--- src/rtl/brd_pkg.sv ---
package brd_pkg;

  localparam int WIN_W = 20;

  localparam logic [WIN_W-1:0] OFF_SWITCH  = 20'h00000;
  localparam logic [WIN_W-1:0] OFF_LED     = 20'h00408;
  localparam logic [WIN_W-1:0] OFF_WORD    = 20'h00410;
  localparam logic [WIN_W-1:0] OFF_CHAR0   = 20'h00418;
  localparam logic [WIN_W-1:0] OFF_SRST    = 20'h00500;
  localparam logic [WIN_W-1:0] OFF_GPO     = 20'h00A00;
  localparam logic [WIN_W-1:0] OFF_I2C_IN  = 20'h00B00;
  localparam logic [WIN_W-1:0] OFF_I2C_OE  = 20'h00B08;
  localparam logic [WIN_W-1:0] OFF_I2C_OUT = 20'h00B10;
  localparam logic [WIN_W-1:0] OFF_I2C_SEL = 20'h00B18;
  localparam logic [WIN_W-1:0] OFF_UART_LO = 20'h00900;
  localparam logic [WIN_W-1:0] OFF_UART_HI = 20'h009FF;

  localparam int CHAR_STRIDE_LG = 3;
  localparam logic [7:0] SRST_KEY  = 8'h42;
  localparam logic [7:0] CHAR_BLANK = 8'h20;

  typedef enum logic [3:0] {
    RG_NONE,
    RG_SWITCH,
    RG_LED,
    RG_WORD,
    RG_CHAR,
    RG_SRST,
    RG_GPO,
    RG_I2C_IN,
    RG_I2C_OE,
    RG_I2C_OUT,
    RG_I2C_SEL
  } reg_e;

  function automatic logic [7:0] hex_ascii(input logic [3:0] n);
    if (n < 4'd10) return 8'h30 + {4'h0, n};
    else           return 8'h37 + {4'h0, n};
  endfunction

endpackage

--- src/rtl/brd_addr_dec.sv ---
module brd_addr_dec
  import brd_pkg::*;
#(
  parameter int ADDR_W = 32,
  parameter int NCHAR  = 8,
  localparam int IDX_W = $clog2(NCHAR)
) (
  input  logic [ADDR_W-1:0] addr_i,
  output reg_e              rg_o,
  output logic [IDX_W-1:0]  idx_o
);

  localparam logic [WIN_W-1:0] CHAR_SPAN = WIN_W'(NCHAR << CHAR_STRIDE_LG);

  logic [WIN_W-1:0] off;
  logic [WIN_W-1:0] char_rel;
  logic             unused_hi;

  assign off       = addr_i[WIN_W-1:0];
  assign char_rel  = off - OFF_CHAR0;
  assign unused_hi = ^addr_i[ADDR_W-1:WIN_W];

  always_comb begin
    rg_o  = RG_NONE;
    idx_o = '0;
    if (off >= OFF_UART_LO && off <= OFF_UART_HI) begin
      rg_o = RG_NONE; // neighbour's sub-range
    end else begin
      case (off)
        OFF_SWITCH:  rg_o = RG_SWITCH;
        OFF_LED:     rg_o = RG_LED;
        OFF_WORD:    rg_o = RG_WORD;
        OFF_SRST:    rg_o = RG_SRST;
        OFF_GPO:     rg_o = RG_GPO;
        OFF_I2C_IN:  rg_o = RG_I2C_IN;
        OFF_I2C_OE:  rg_o = RG_I2C_OE;
        OFF_I2C_OUT: rg_o = RG_I2C_OUT;
        OFF_I2C_SEL: rg_o = RG_I2C_SEL;
        default: begin
          if (off >= OFF_CHAR0 && char_rel < CHAR_SPAN &&
              char_rel[CHAR_STRIDE_LG-1:0] == '0) begin
            rg_o  = RG_CHAR;
            idx_o = char_rel[CHAR_STRIDE_LG +: IDX_W];
          end
        end
      endcase
    end
  end

endmodule

--- src/rtl/brd_field_reg.sv ---
module brd_field_reg #(
  parameter int           W       = 8,
  parameter logic [W-1:0] RST_VAL = '0
) (
  input  logic         clk_i,
  input  logic         rst_ni,
  input  logic         we_i,
  input  logic [W-1:0] d_i,
  output logic [W-1:0] q_o
);

  always_ff @(posedge clk_i or negedge rst_ni) begin
    if (!rst_ni)   q_o <= RST_VAL;
    else if (we_i) q_o <= d_i;
  end

endmodule

--- src/rtl/brd_disp_buf.sv ---
module brd_disp_buf
  import brd_pkg::*;
#(
  parameter int NCHAR  = 8,
  localparam int IDX_W = $clog2(NCHAR),
  localparam int WORD_W = 4 * NCHAR
) (
  input  logic               clk_i,
  input  logic               rst_ni,
  input  logic               word_we_i,
  input  logic [WORD_W-1:0]  word_i,
  input  logic               chr_we_i,
  input  logic [IDX_W-1:0]   chr_idx_i,
  input  logic [7:0]         chr_i,
  output logic [8*NCHAR-1:0] disp_o
);

  for (genvar g = 0; g < NCHAR; g++) begin : g_pos
    // position 0 is leftmost and takes the top nibble
    logic [3:0] nib;
    logic       hit;
    assign nib = word_i[4*(NCHAR-1-g) +: 4];
    assign hit = chr_we_i && (chr_idx_i == IDX_W'(g));

    always_ff @(posedge clk_i or negedge rst_ni) begin
      if (!rst_ni)        disp_o[8*g +: 8] <= CHAR_BLANK;
      else if (word_we_i) disp_o[8*g +: 8] <= hex_ascii(nib);
      else if (hit)       disp_o[8*g +: 8] <= chr_i;
    end
  end

endmodule

--- src/rtl/brd_i2c_port.sv ---
module brd_i2c_port (
  input  logic       clk_i,
  input  logic       rst_ni,
  input  logic       out_we_i,
  input  logic       oe_we_i,
  input  logic       sel_we_i,
  input  logic [1:0] wdata_i,
  input  logic       sda_i,
  output logic       scl_o,
  output logic       sda_o,
  output logic [1:0] oe_o,
  output logic       sel_o,
  output logic [1:0] in_val_o
);

  always_ff @(posedge clk_i or negedge rst_ni) begin
    if (!rst_ni) begin
      scl_o <= 1'b0;
      sda_o <= 1'b0;
      oe_o  <= '0;
      sel_o <= 1'b0;
    end else begin
      if (out_we_i) begin
        scl_o <= wdata_i[1];
        sda_o <= wdata_i[0];
      end
      if (oe_we_i)  oe_o  <= wdata_i;
      if (sel_we_i) sel_o <= wdata_i[0];
    end
  end

  // stored bit 1, live EEPROM data in bit 0
  assign in_val_o = {scl_o, sda_i};

endmodule

--- src/rtl/brd_ctrl_regs.sv ---
module brd_ctrl_regs
  import brd_pkg::*;
#(
  parameter int ADDR_W = 32,
  parameter int DATA_W = 32,
  localparam int NCHAR = DATA_W / 4,
  localparam int IDX_W = $clog2(NCHAR)
) (
  input  logic               clk_i,
  input  logic               rst_ni,
  input  logic               req_i,
  input  logic               we_i,
  input  logic [ADDR_W-1:0]  addr_i,
  input  logic [DATA_W-1:0]  wdata_i,
  output logic [DATA_W-1:0]  rdata_o,
  output logic [7:0]         led_o,
  output logic [8*NCHAR-1:0] disp_o,
  output logic               sw_rst_o,
  output logic [7:0]         gpo_o,
  output logic               i2c_scl_o,
  output logic               i2c_sda_o,
  output logic [1:0]         i2c_oe_o,
  output logic               i2c_sel_o,
  input  logic               i2c_sda_i,
  output logic               dec_err_o
);

  reg_e             rg;
  logic [IDX_W-1:0] idx;
  logic             wr, rd;
  logic [1:0]       i2c_in_val;
  logic [7:0]       chr_rd;
  logic [DATA_W-1:0] rd_val;

  assign wr = req_i && we_i;
  assign rd = req_i && !we_i;

  brd_addr_dec #(.ADDR_W(ADDR_W), .NCHAR(NCHAR)) u_dec (
    .addr_i (addr_i),
    .rg_o   (rg),
    .idx_o  (idx)
  );

  brd_field_reg #(.W(8)) u_led (
    .clk_i  (clk_i),
    .rst_ni (rst_ni),
    .we_i   (wr && rg == RG_LED),
    .d_i    (wdata_i[7:0]),
    .q_o    (led_o)
  );

  brd_field_reg #(.W(8)) u_gpo (
    .clk_i  (clk_i),
    .rst_ni (rst_ni),
    .we_i   (wr && rg == RG_GPO),
    .d_i    (wdata_i[7:0]),
    .q_o    (gpo_o)
  );

  brd_disp_buf #(.NCHAR(NCHAR)) u_disp (
    .clk_i     (clk_i),
    .rst_ni    (rst_ni),
    .word_we_i (wr && rg == RG_WORD),
    .word_i    (wdata_i),
    .chr_we_i  (wr && rg == RG_CHAR),
    .chr_idx_i (idx),
    .chr_i     (wdata_i[7:0]),
    .disp_o    (disp_o)
  );

  brd_i2c_port u_i2c (
    .clk_i    (clk_i),
    .rst_ni   (rst_ni),
    .out_we_i (wr && rg == RG_I2C_OUT),
    .oe_we_i  (wr && rg == RG_I2C_OE),
    .sel_we_i (wr && rg == RG_I2C_SEL),
    .wdata_i  (wdata_i[1:0]),
    .sda_i    (i2c_sda_i),
    .scl_o    (i2c_scl_o),
    .sda_o    (i2c_sda_o),
    .oe_o     (i2c_oe_o),
    .sel_o    (i2c_sel_o),
    .in_val_o (i2c_in_val)
  );

  assign chr_rd = disp_o[{idx, 3'b000} +: 8];

  always_comb begin
    rd_val = '0;
    case (rg)
      RG_LED:     rd_val[7:0] = led_o;
      RG_CHAR:    rd_val[7:0] = chr_rd;
      RG_GPO:     rd_val[7:0] = gpo_o;
      RG_I2C_IN:  rd_val[1:0] = i2c_in_val;
      RG_I2C_OE:  rd_val[1:0] = i2c_oe_o;
      RG_I2C_OUT: rd_val[1:0] = {i2c_scl_o, i2c_sda_o};
      RG_I2C_SEL: rd_val[0]   = i2c_sel_o;
      default:    rd_val      = '0; // switch, word, reset, none
    endcase
  end

  always_ff @(posedge clk_i or negedge rst_ni) begin
    if (!rst_ni) begin
      rdata_o   <= '0;
      sw_rst_o  <= 1'b0;
      dec_err_o <= 1'b0;
    end else begin
      rdata_o  <= rd ? rd_val : '0;
      sw_rst_o <= wr && rg == RG_SRST && wdata_i == DATA_W'(SRST_KEY);
      if (req_i && rg == RG_NONE) dec_err_o <= 1'b1;
    end
  end

endmodule

--- config.mk ---
export PLATFORM = sky130hd
export DESIGN_NAME = brd_ctrl_regs
export DESIGN_NICKNAME = d
export VERILOG_FILES = /design/src/rtl/brd_pkg.sv /design/src/rtl/brd_addr_dec.sv /design/src/rtl/brd_field_reg.sv /design/src/rtl/brd_disp_buf.sv /design/src/rtl/brd_i2c_port.sv /design/src/rtl/brd_ctrl_regs.sv
export SDC_FILE = /design/constraint.sdc
export NUM_CORES = 1
export LEC_CHECK = 0
export ABC_AREA = 1
export BUFFER_PORTS_ARGS = -buffer_cell sky130_fd_sc_hd__buf_2
export CORE_UTILIZATION = 54
export DETAILED_ROUTE_END_ITERATION = 8
export PLACE_DENSITY = 0.93
export SETUP_SLACK_MARGIN = 0.02
export SYNTH_ARGS = -nofsm -noshare
export SYNTH_HDL_FRONTEND = slang
export SYNTH_SLANG_ARGS = --single-unit
--- constraint.sdc ---
create_clock -name clk_i -period 1.3 [get_ports clk_i]
set_input_delay 0.065 -clock clk_i [delete_from_list [all_inputs] [get_ports clk_i]]
set_output_delay 0.065 -clock clk_i [all_outputs]
set_load 0.02 [all_outputs]
==> results.md, run 1 <==
* EDFF count, synth at 0
* Initial Utilization at 0.5523
* GRT Total Usage at 0.8163
* Standard-cell rows at 41
* Post-synthesis sequential area ratio at 0.3425
* Setup WS pre-CTS at -1.193 ns
* Clock tree buffer depth at 2
* Largest net degree at the start of global routing at 31
* Port Buf Inserts at about 150
* Gpl congestion at 1.042
* Synthesized area at between 0.006 and 0.007 mm2
* Die X at 115.6 um
* YS warnings at 0
* Clock buffer count from CTS at 9
* Post-synth top flop: dfrtp_1
* Post-synth ARST share at 1.000
* Post-Synthesis Cells at between 1k and 1.5k
* Worst-path endpoint category: register data pin
* Flops & latches, synth at 95
* # clock sinks at 95
* Die Y-Extent at 115.6 um
* Failing step: 5_1_grt
* GRT worst endpoint: u_disp.disp_o[11]$_DFFE_PN0P_/D
* DP HPWL at around 19 mm
* Error msg: [ERROR GRT-0232] Routing congestion too high. Check the congestion heatmap in the GUI.
* GRT overflow at 75
* Avg Cell Area, Syn at 6.950 um2
* H-Tree Depth at 3
* Status: aborted with a tool error
* CTS Root Cell: clkbuf_16
* Post-synth cell types at 50
* Ports at 188
* Cells after DPL at between 1k and 1.5k
## synthesized netlist by cell type (all sizes together), types with 2 or more instances
cell type    n  area [um2]
nand2      278        1084
inv        158       595.6
nor2       135       600.6
dfrtp       87        2177
o21ai       65       332.8
nand3       50       290.3
buf         43       310.3
nand4       36       231.5
a21oi       27       135.1
o221ai      25       219.0
ha          18       225.2
o31ai       14       110.1
xor2        13       113.9
o211ai      10       75.07
dfstp        8       210.2
nor3         8       77.57
a22oi        6       45.04
clkinv       5       20.01
nand3b       3       22.52
a31oi        2       12.51
clkbuf       2       7.510
## cell families after synthesis
| group | share of synthesized area |
|---|---|
| adder cells (fa/ha/maj) | 0.03231 |
| AO/OA/AOI/OAI | 0.1402 |
| other | 0.0005380 |
| AND/OR/NAND/NOR | 0.3330 |
| buffers and inverters | 0.1339 |
| XOR/XNOR | 0.01759 |
| flip-flops | 0.3425 |
## layer usage
layer  overflow  global-route usage
met4         38              0.8479
met2         31              0.9385
met5          2              0.3519
met3          3              0.7171
met1          1              0.8069
## timing repair
| action | CTS |
|---|---|
| pin swaps | 64 |
| gates cloned | 8 |
| setup endpoints to repair | 92 |
| resized for setup | 224 |
| buffers inserted | 68 |
| hold endpoints to repair | 69 |
| hold buffers | 1 |
## per-stage QoR
| step | util | instance area [um2] | hold slack (ns) |
|---|---|---|---|
| 4_1_cts | 0.8465 | 10680 | 0.04276 |
| 2_1_floorplan | - | 7212 | -0.2306 |
| 3_3_place_gp | 0.7139 | 9009 | 0.02034 |
| 3_5_place_dp | 0.7139 | 9009 | 0.02170 |
==> inputs of run 2 (changes only) <==
--- a/config.mk
+++ b/config.mk
@@ -7,10 +7,9 @@
 export LEC_CHECK = 0
 export ABC_AREA = 1
 export BUFFER_PORTS_ARGS = -buffer_cell sky130_fd_sc_hd__buf_2
-export CORE_UTILIZATION = 54
+export CORE_UTILIZATION = 40
 export DETAILED_ROUTE_END_ITERATION = 8
-export PLACE_DENSITY = 0.93
-export SETUP_SLACK_MARGIN = 0.02
+export PLACE_DENSITY_LB_ADDON = 0.15
 export SYNTH_ARGS = -nofsm -noshare
 export SYNTH_HDL_FRONTEND = slang
 export SYNTH_SLANG_ARGS = --single-unit
==> run 2 against run 1 <==
Compared with the run above:
- the flow now finishes, with violations (setup timing)
- synthesized area unchanged
- synthesized cell count unchanged
==> results.md, run 2 <==
* Power per cell area at 637.8 mW/mm2
* # clock sinks at 95 (unchanged)
* RSZ-0062 raised after global routing: yes
* Minimum clock period at 2.045 ns
* DR vias/cell at 5.206
* Post-Synthesis Cells at 1003 (unchanged)
* EDFF count, synth at 0 (unchanged)
* Top cell type by total area after synthesis: dfrtp_1
* Crit path arrival time at 2.31 ns
* Initial antenna violation count at 0
* Gpl congestion at 0.9260 (-11%)
* DR vias at 8282
* YS warnings at 0 (unchanged)
* Leak at 5.718 nW
* Clock tree buffer depth at 2 (unchanged)
* Most common cell in the netlist: nand2_1
* Ports at 188 (unchanged)
* First-pass GRT wire length at 40.53 mm
* Failing checks: setup timing
* Die Y-Extent at 134.0 um (+16%)
* Final worst path period share at 1.573
* Routed len/inst at 16.74 um
* CP endpoint kind: flip-flop
* Worst-Skew Late Latency at 0.36 ns
* CP Class: input pin to flip-flop
* Vias in the first global route at 7613
* Initial Utilization at 0.4144 (-0.1379)
* ANT nets after route at 0
* P&R area growth vs syn at 59.95%
* Commonest non-fill, non-tap cell in the layout: nand2_1
* Flops & latches, synth at 95 (unchanged)
* GRT Total Usage at 0.2943
* Setup WS pre-CTS at -1.252 ns (-0.05985 ns)
* DP HPWL at 19.56 mm (+3.8%)
* Status: finished with violations
* CP max FO at 6
* Fraction of layout cells with a size suffix above 1 at 0.4544
* Final nets at 1453
* Drt pass-1 iters at 8
* Fin worst setup slack at -0.7453 ns
* Port Buf Inserts at 151 (unchanged)
* DRC at 0
* Setup Skew at 0.009067 ns
* CTS tree: yes
* Hold Vio Cnt, Final at 0
* Avg Cell Area, Syn at 6.950 um2 (unchanged)
* Maximum VDD drop at between 0.7 and 0.8 mV
* Max Freq at 488.9 MHz
* Commonest non-fill, non-tap cells in the layout: 213 x nand2_1, 172 x buf_4, 147 x buf_2
* Max Cap Viol at 0
* Final core occ at 0.6629
* Synthesized area at 0.006970 mm2 (unchanged)
* Post-synth cell types at 50 (unchanged)
* H-Tree Depth at 3 (unchanged)
* Biggest register: u_disp.disp_o
* Aggregate routed wire length at 26.63 mm
* Die X at 134.0 um (+16%)
* Ant. Diodes at 0
* Core box area at 0.01682 mm2
* Standard-cell rows at 47 (+15%)
* CTS Root Cell: clkbuf_16
* Yosys top cell area share at 0.3123 (unchanged)
* Max reg flops at 64
* Hold path cells at 4
* Reg clk slew, reported paths at 0.07 ns
* Final setup viols at 92
* Critical path startpoint category: input pin
* Worst hold slack at 0.01256 ns
* Leading post-synthesis cells by cell area: dfrtp_1 31%, nand2_1 14%, inv_1 8.1%
* Post-synth ARST share at 1.000 (unchanged)
* Largest net degree at the start of global routing at 50
* GRT overflow at 0
* Critical Path RT at around 1.6 ns
* Post-synth top flop: dfrtp_1
* Die ar. at 0.01796 mm2
* Post-synthesis sequential area ratio at 0.3425 (unchanged)
* Post-synth top cells: 268 x nand2_1, 151 x inv_1, 117 x nor2_1
* Clock buffer count from CTS at 9 (unchanged)
* Pins Over Slew Limit at 0
* Cells on worst reg2reg path at 8
* Initial DRC count at about 610
* Worst hold path type: input pin to flip-flop
## run 2: cell counts after synthesis
Identical to the previous run, type by type.
## run 2: path summary, 6_finish.rpt
kind,from,endpoint,slack (ns)
setup / recovery,addr_i[3],u_disp.disp_o[51]$_DFFE_PN0P_,-0.75
hold / removal,wdata_i[0],u_disp.disp_o[56]$_DFFE_PN0P_,0.01
setup reg to reg,u_disp.disp_o[61]$_DFFE_PN1P_,rdata_o[5]$_DFF_PN0_,-0.01
hold reg to reg,dec_err_o$_DFFE_PN0P_,dec_err_o$_DFFE_PN0P_,0.49
max in group asynchronous,rst_ni,u_disp.disp_o[37]$_DFFE_PN1P_,0.67
min in group asynchronous,rst_ni,sw_rst_o$_DFF_PN0_,0.07
## run 2: what timing repair did
item | CTS | global route
pin swaps | 68 | 72
setup buffers | 34 | 15
endpoints found under the hold margin | 88 | 0
hold buffers | 2 | 0
gates resized for setup | 167 | 132
endpoints found under the setup margin | 92 | 93
gates cloned | 7 | 2
## run 2: worst max-delay path, stage by stage
cell and delay (ns):
buf_8 0.10, ha_4 0.17, inv_4 0.06, nand4_1 0.16, nand2_2 0.17, nand2_2 0.06, nand2_2 0.07, nand2_1 0.05
nor2_1 0.13, nand2_2 0.12, nor2_8 0.15, buf_12 0.16, nand2_8 0.08, buf_6 0.13, nor3_4 0.24, nor2_4 0.10
inv_4 0.10, nand3_2 0.07, o21ai_2 0.06, inv_1 0.04
## run 2: per-layer routing
layer	part of all wire	vias to the layer above	track usage	routed length, um
li1	-	3956	-	-
met1	0.46	3894	0.4193	12180
met2	0.44	382	0.4502	11830
met3	0.073	50	0.05178	1950
met4	0.026	0	0.09407	680
met5	0	-	0	0
## run 2: power by group
part,internal (mW),switching [mW],total (mW)
Clock,1.58,1.28,2.86
Combinational,0.505,0.796,1.30
Sequential,2.95,0.0000794,2.95
Total,5.04,2.07,7.11
## run 2: cells by family after synthesis
family	Yosys count	share of synthesized area
AOI/OAI and AO/OA	155	0.1402
other	1	0.0005380
xor gates and xnor gates	14	0.01759
buffers and inverters	208	0.1339
and+or+nand+nor	512	0.3330
adders and majority gates	18	0.03231
DFF	95	0.3425
## run 2: cell type report
| class | instances | area (um2) |
|---|---|---|
| Inverter | 163 | 671.9 |
| Multi-Input combinational cell | 730 | 4763 |
| Clock buffer | 10 | 239.0 |
| Timing Repair Buffer | 367 | 2735 |
| Tap cell | 220 | 275.3 |
| Sequential cell | 95 | 2387 |
| Fill cell | 1454 | 5669 |
| Clock inverter | 6 | 77.57 |
## run 2: stage by stage
step / cell area, um2 / std cells / total power [mW] / TNS, ns
CTS: 10560 / 1574 / 7.080 / -54.09
finish: 11150 / 1591 / 7.111 / -56.54
global route: 11150 / 1591 / 7.360 / -67.25
detailed placement: 9174 / 1516 / 4.118 / -103.54
global placement: 9174 / 1516 / 4.119 / -100.28
floorplan: 7189 / 1026 / 3.562 / -51.35
Note: power is estimated with default switching activity, not from simulation.
==> inputs of run 3 (changes only) <==
--- a/config.mk
+++ b/config.mk
@@ -8,6 +8,7 @@
 export ABC_AREA = 1
 export BUFFER_PORTS_ARGS = -buffer_cell sky130_fd_sc_hd__buf_2
 export CORE_UTILIZATION = 40
+export CTS_BUF_LIST = sky130_fd_sc_hd__clkbuf_8
 export DETAILED_ROUTE_END_ITERATION = 8
 export PLACE_DENSITY_LB_ADDON = 0.15
 export SYNTH_ARGS = -nofsm -noshare
==> run 3 against run 2 <==
Compared with the run above:
- the flow still finishes with violations (setup timing)
- utilization down 1.4 points
- sequential power is essentially flat
- die area is the same
- routed wire length is 0.80% lower
- first-iteration DRC count fell by 1.5%
- critical path depth is 1 higher
- cell count about the same
- combinational power hardly changed
- worst hold slack improved by 0.019 ns
- clock power decreased by 24%
- clock skew about the same
- highest routed layer unchanged
==> results.md, run 3 (same netlist as run 2, synthesis figures left out) <==
* Register area at 0.002387 mm2 (unchanged)
* CTS Root Cell: clkbuf_8
* Critical path startpoint category: input pin
* FILL cells at 1506 (+3.6%)
* Maximum VDD drop at 0.6079 mV (-17%)
* Total power at 6.430 mW (-9.6%)
* CTS tree: yes
* H-Tree Depth at 3 (unchanged)
* Fraction of layout cells with a size suffix above 1 at 0.4373 (-0.01710)
* CP startpoint: addr_i[8]
* Minimum clock period at 2.038 ns (-0.007122 ns)
* Ant. Diodes at 0 (unchanged)
* Initial DRC count at 596 (-1.5%)
* Drt pass-1 iters at 6 (-2)
* Min-delay src: wdata_i[7]
* Standard-cell rows at 47 (unchanged)
* RSZ-0062 raised after global routing: yes
* Die X at 134.0 um (unchanged)
* Reg clk slew, reported paths at 0.10 ns (+0.03 ns)
* Area of the multi-input gates at 0.004653 mm2 (-2.3%)
* Final worst path period share at 1.568 (-0.005478)
* Setup TNS at -56.63 ns (-0.09650 ns)
* Final core occ at 0.6494 (-0.01354)
* Fin area at 0.01092 mm2 (-2.0%)
* Vias in the first global route at 7603 (-0.13%)
* Status: finished with violations
* Die Y-Extent at 134.0 um (unchanged)
* Core box area at 0.01682 mm2 (unchanged)
* Critical Path RT at 1.57 ns (about the same)
* Hold Vio Cnt, Final at 0 (unchanged)
* Initial Utilization at 0.4144 (unchanged)
* Final setup viols at 92 (unchanged)
* DP Area at 0.009174 mm2 (unchanged)
* DR vias at 8307 (+0.30%)
* Worst hold slack at 0.03190 ns (+0.01934 ns)
* Aggregate routed wire length at 26.42 mm (-0.80%)
* Max Cap Viol at 0 (unchanged)
* Final nets at 1454 (+0.069%)
* CP endpoint kind: flip-flop
* Clock tree buffer depth at 2 (unchanged)
* Max Freq at 490.6 MHz (+0.35%)
* Ports at 188 (unchanged)
* Commonest non-fill, non-tap cells in the layout: 226 x nand2_1, 176 x buf_4, 145 x buf_2
* Pins Over Slew Limit at 0 (unchanged)
* DP HPWL at 19.56 mm (unchanged)
* GRT Total Usage at 0.2933 (-0.001018)
* RR Startpoint: u_disp.disp_o[61]$_DFFE_PN1P_
* Initial antenna violation count at 0 (unchanged)
* ANT nets after route at 0 (unchanged)
* Worst hold path type: input pin to flip-flop
* Routed len/inst at 16.60 um (-0.86%)
* # clock sinks at 95 (unchanged)
* Die ar. at 0.01796 mm2 (unchanged)
* First-pass GRT wire length at 40.68 mm (+0.36%)
* Port Buf Inserts at 151 (unchanged)
* CP Class: input pin to flip-flop
* Worst-Skew Late Latency at 0.39 ns (+0.03 ns)
* CP max FO at 7 (+1)
* Commonest non-fill, non-tap cell in the layout: nand2_1
* Largest net degree at the start of global routing at 50 (unchanged)
* Failing checks: setup timing
* Power per cell area at 588.7 mW/mm2 (-7.7%)
* Gpl congestion at 0.9260 (unchanged)
* Fin worst setup slack at -0.7382 ns (+0.007122 ns)
* Leak at 5.636 nW (-1.4%)
* GRT overflow at 0 (unchanged)
* Clock buffer count from CTS at 9 (unchanged)
* Setup Skew at 0.008567 ns (-0.0004999 ns)
* P&R area growth vs syn at 56.69%
* Crit path arrival time at 2.31 ns (about the same)
* Biggest register: u_disp.disp_o
* DR vias/cell at 5.218 (+0.24%)
* DRC at 0 (unchanged)
* Max reg flops at 64 (unchanged)
run 3: cell count changes in the layout (fill, tap and decap cells not counted), sizes merged:
cell,previous run,this run
clkinv,4,7
dlygate4sd3,2,5
inv,161,158
buf,365,363
run 3: layout make-up:
| class | instances | area share |
|---|---|---|
| Tap cell | 220 | 0.02520 |
| Multi-Input combinational cell | 730 | 0.4261 |
| Sequential cell | 95 | 0.2186 |
| Clock inverter | 6 | 0.007103 |
| Clock buffer | 10 | 0.01260 |
| Inverter | 163 | 0.06072 |
| Timing Repair Buffer | 368 | 0.2497 |
run 3: final timing paths:
kind                                                 end  slack [ns]  depth (start not counted)
max                         u_disp.disp_o[0]$_DFFE_PN0P_       -0.74                         21
min                             u_gpo.q_o[7]$_DFFE_PN0P_        0.03                          3
max reg2reg                         rdata_o[5]$_DFF_PN0_       -0.06                          8
min reg2reg                        dec_err_o$_DFFE_PN0P_        0.51                          2
max in group asynchronous  u_disp.disp_o[37]$_DFFE_PN1P_        0.69                          3
min in group asynchronous      u_i2c.oe_o[0]$_DFFE_PN0P_        0.04                          2
run 3: where the power goes:
part           total [mW]  internal, mW  switching (mW)
clock                2.17         0.976            1.19
combinational        1.31         0.520           0.786
sequential           2.95          2.95       0.0000790
total                6.43          4.45            1.98
run 3: worst max-delay path, stage by stage:
cell,delay (ns)
buf_4,0.14
nor2_4,0.13
buf_4,0.13
nand2_1,0.09
nor2_4,0.12
nand2_1,0.07
nand2_1,0.08
nand2_1,0.07
nand2_1,0.10
nor2_2,0.06
nand3_2,0.12
nor2_8,0.07
buf_12,0.12
nor2_4,0.11
nand3_4,0.19
inv_8,0.15
buf_12,0.16
nor2_4,0.06
buf_6,0.13
nand2_2,0.05
o221ai_2,0.08
run 3: per-stage QoR:
step / setup WS (ns) / std cells
floorplan: -0.6682 / 1026
global placement: -1.247 / 1516
detailed placement: -1.252 / 1516
CTS: -0.6754 / 1574
global route: -0.8925 / 1592
finish: -0.7382 / 1592
run 3: layer usage:
layer / routed length (um) / track usage / vias up
li1: - / - / 3953
met1: 11940 / 0.4238 / 3933
met2: 12030 / 0.4537 / 389
met3: 2025 / 0.04535 / 32
met4: 424 / 0.07702 / 0
met5: 0 / 0 / -
run 3: repair_timing:
| item | CTS | global route |
|---|---|---|
| hold buffers | 5 | 0 |
| pin swaps | 61 | 74 |
| gates resized for setup | 164 | 103 |
| hold endpoints to repair | 97 | 0 |
| cloned | 7 | 2 |
| endpoints found under the setup margin | 92 | 93 |
| setup buffers | 31 | 17 |
==> inputs of run 4 (changes only) <==
--- a/config.mk
+++ b/config.mk
@@ -7,7 +7,7 @@
 export LEC_CHECK = 0
 export ABC_AREA = 1
 export BUFFER_PORTS_ARGS = -buffer_cell sky130_fd_sc_hd__buf_2
-export CORE_UTILIZATION = 40
+export CORE_UTILIZATION = 45
 export CTS_BUF_LIST = sky130_fd_sc_hd__clkbuf_8
 export DETAILED_ROUTE_END_ITERATION = 8
 export PLACE_DENSITY_LB_ADDON = 0.15
==> constraint.sdc (replaced) <==
create_clock -name clk_i -period 2.6 [get_ports clk_i]
set_input_delay 0.13 -clock clk_i [delete_from_list [all_inputs] [get_ports clk_i]]
set_output_delay 0.13 -clock clk_i [all_outputs]
set_load 0.02 [all_outputs]
==> run 4 against run 3 <==
Compared with the run above:
- the run now ends clean
- register-to-register slack improved by 1.3 ns
- first-iteration DRC count rose by 27%
- cell area fell by 23%
- total power fell by 55%
- routed wire length fell by 18%
- largest cell class unchanged
==> results.md, run 4 (same netlist as run 2, synthesis figures left out) <==
* Ant. Diodes at 0 (unchanged)
* Aggregate routed wire length at 21.73 mm (-18%)
* FILL cells at 1561 (+3.7%)
* Fin area at 0.008358 mm2 (-23%)
* DP HPWL at 17.15 mm (-12%)
* Final setup viols at 0 (-100%)
* Buffers and inverters on the worst path at 5 (-1)
* GRT overflow at 0 (unchanged)
* Commonest non-fill, non-tap cell in the layout: nand2_1
* Initial antenna violation count at 0 (unchanged)
* Core box area at 0.01515 mm2 (-9.9%)
* P&R area growth vs syn at 19.91%
* Clock buffer count from CTS at 9 (unchanged)
* Final worst path period share at 0.8723
* DR vias at 7204 (-13%)
* Power per cell area at 343.9 mW/mm2 (-42%)
* Routed len/inst at 15.66 um (-5.7%)
* Die ar. at 0.01599 mm2 (-11%)
* Critical Path RT at 2.88 ns (+1.31 ns)
* CP Class: input pin to flip-flop
* Worst hold path type: input pin to flip-flop
* Area of the multi-input gates at 0.003736 mm2 (-20%)
* Minimum clock period at ~2.3 ns
* Largest net degree at the start of global routing at 53 (+6.0%)
* CP max FO at 16 (+9)
* Crit path top cell by count: nor2_1
* Crit path arrival time at 2.55 ns (+0.24 ns)
* Fraction of layout cells with a size suffix above 1 at 0.2283 (-0.2090)
* Hold Vio Cnt, Final at 0 (unchanged)
* Port Buf Inserts at 151 (unchanged)
* DRC at 0 (unchanged)
* ANT nets after route at 0 (unchanged)
* Vias in the first global route at 6751 (-11%)
* Biggest register: u_disp.disp_o
* Fin worst setup slack at 0.3320 ns (+1.070 ns)
* CP startpoint: addr_i[3]
* CTS Root Cell: clkbuf_8
* Reg clk slew, reported paths at 0.09 ns (about the same)
* Gpl congestion at 0.9281 (+0.23%)
* # clock sinks at 95 (unchanged)
* CP top delay family: simple AND/OR/NAND/NOR gates
* Standard-cell rows at 45 (-4.3%)
* Slew HR at 0.6064
* Min-delay src: we_i
* H-Tree Depth at 3 (unchanged)
* Max reg flops at 64 (unchanged)
* Post CTS Setup Buffer Count at 0 (-100%)
* Setup TNS at 0 ns (+56.63 ns)
* Drt pass-1 iters at 5 (-1)
* Leak at 4.564 nW (-19%)
* Maximum VDD drop at 0.3364 mV (-45%)
* GRT Total Usage at 0.2867 (-0.006557)
* First-pass GRT wire length at 35.49 mm (-13%)
* Initial DRC count at 755 (+27%)
* RR Startpoint: u_disp.disp_o[45]$_DFFE_PN1P_
* Setup WS pre-CTS at -0.01893 ns (+1.233 ns)
* CTS tree: yes
* Clock tree buffer depth at 2 (unchanged)
* Final nets at 1282 (-12%)
* RSZ-0062 raised after global routing: no
* CP Cell Sequence: buf_2 -> buf_4 -> inv_2 -> nand2_1 -> nor2_1 -> inv_1 -> nor2_1 -> nand3_1 -> nand2_1 -> nor2_1 -> nor2_1 -> nor2_4 -> buf_4 -> nor2_4 -> nand2_1 -> o21ai_0
* Status: finished clean
* Worst Tran Pin Value at 0.5904 ns
* Pins Over Slew Limit at 0 (unchanged)
* Ports at 188 (unchanged)
* DP Area at 0.008165 mm2 (-11%)
* Final core occ at 0.5518 (-0.09754)
* Worst-Skew Late Latency at 0.37 ns (-0.02 ns)
* Register area at 0.002387 mm2 (unchanged)
* Max Cap Viol at 0 (unchanged)
* Critical path startpoint category: input pin
* Die X at 126.5 um (-5.6%)
* Total power at 2.874 mW (-55%)
* Max Freq at 440.9 MHz
* Slowest CP cell: nand2_1
* Setup Skew at 0.01267 ns (+0.004100 ns)
* Commonest non-fill, non-tap cells in the layout: 268 x nand2_1, 154 x inv_1, 150 x buf_2
* CP endpoint kind: flip-flop
* Crit-path max cell delay at 0.31 ns (+0.12 ns)
* Initial Utilization at 0.4602 (+0.04578)
* Die Y-Extent at 126.5 um (-5.6%)
* DR vias/cell at 5.190 (-0.53%)
[run 4: final cells by class]
class,instances,area share
flip-flops and latches,95,0.2856
multi-input cells,723,0.4470
clock inverters,7,0.007036
repair buffers,203,0.1437
clock buffers,9,0.01482
well taps,188,0.02814
inverters,163,0.07365
[run 4: path summary, 6_finish.rpt]
| kind | slack (ns) | endpoint | depth (start not counted) |
|---|---|---|---|
| max | 0.33 | u_gpo.q_o[5]$_DFFE_PN0P_ | 16 |
| min | 0.05 | rdata_o[0]$_DFF_PN0_ | 4 |
| max reg2reg | 1.19 | rdata_o[5]$_DFF_PN0_ | 8 |
| min reg2reg | 0.48 | dec_err_o$_DFFE_PN0P_ | 2 |
| max in group asynchronous | 1.60 | u_disp.disp_o[53]$_DFFE_PN1P_ | 3 |
| min in group asynchronous | 0.29 | u_disp.disp_o[43]$_DFFE_PN0P_ | 2 |
[run 4: through the flow]
step | hold WS [ns] | cells
2_1_floorplan | -0.1656 | 1026
3_3_place_gp | 0.1702 | 1371
3_5_place_dp | 0.1683 | 1371
4_1_cts | 0.02731 | 1388
5_1_grt | 0.03762 | 1388
6_report | 0.05235 | 1388
[run 4: repair_timing]
action	4_1_cts	5_1_grt
hold buffers	1	0
resized for setup	0	0
setup endpoints to repair	0	0
hold endpoints to repair	37	0
[run 4: report_power, final]
group	total [mW]	leakage (nW)	switching, mW	internal, mW
sequential	1.48	1.23	0.0000322	1.48
clock	0.952	0.103	0.520	0.432
combinational	0.445	3.23	0.308	0.137
[run 4: per-layer routing]
| layer | track usage | part of all wire | vias to the layer above |
|---|---|---|---|
| met5 | 0 | 0 | - |
| met4 | 0.1077 | 0.031 | 0 |
| met3 | 0.05272 | 0.063 | 45 |
| met2 | 0.4621 | 0.46 | 276 |
| met1 | 0.3837 | 0.45 | 3295 |
| li1 | - | - | 3588 |
[run 4: worst min-delay path: stages]
cell and delay, ns:
buf_2 0.10, nor2_1 0.05, nand2_1 0.06, a21oi_1 0.04
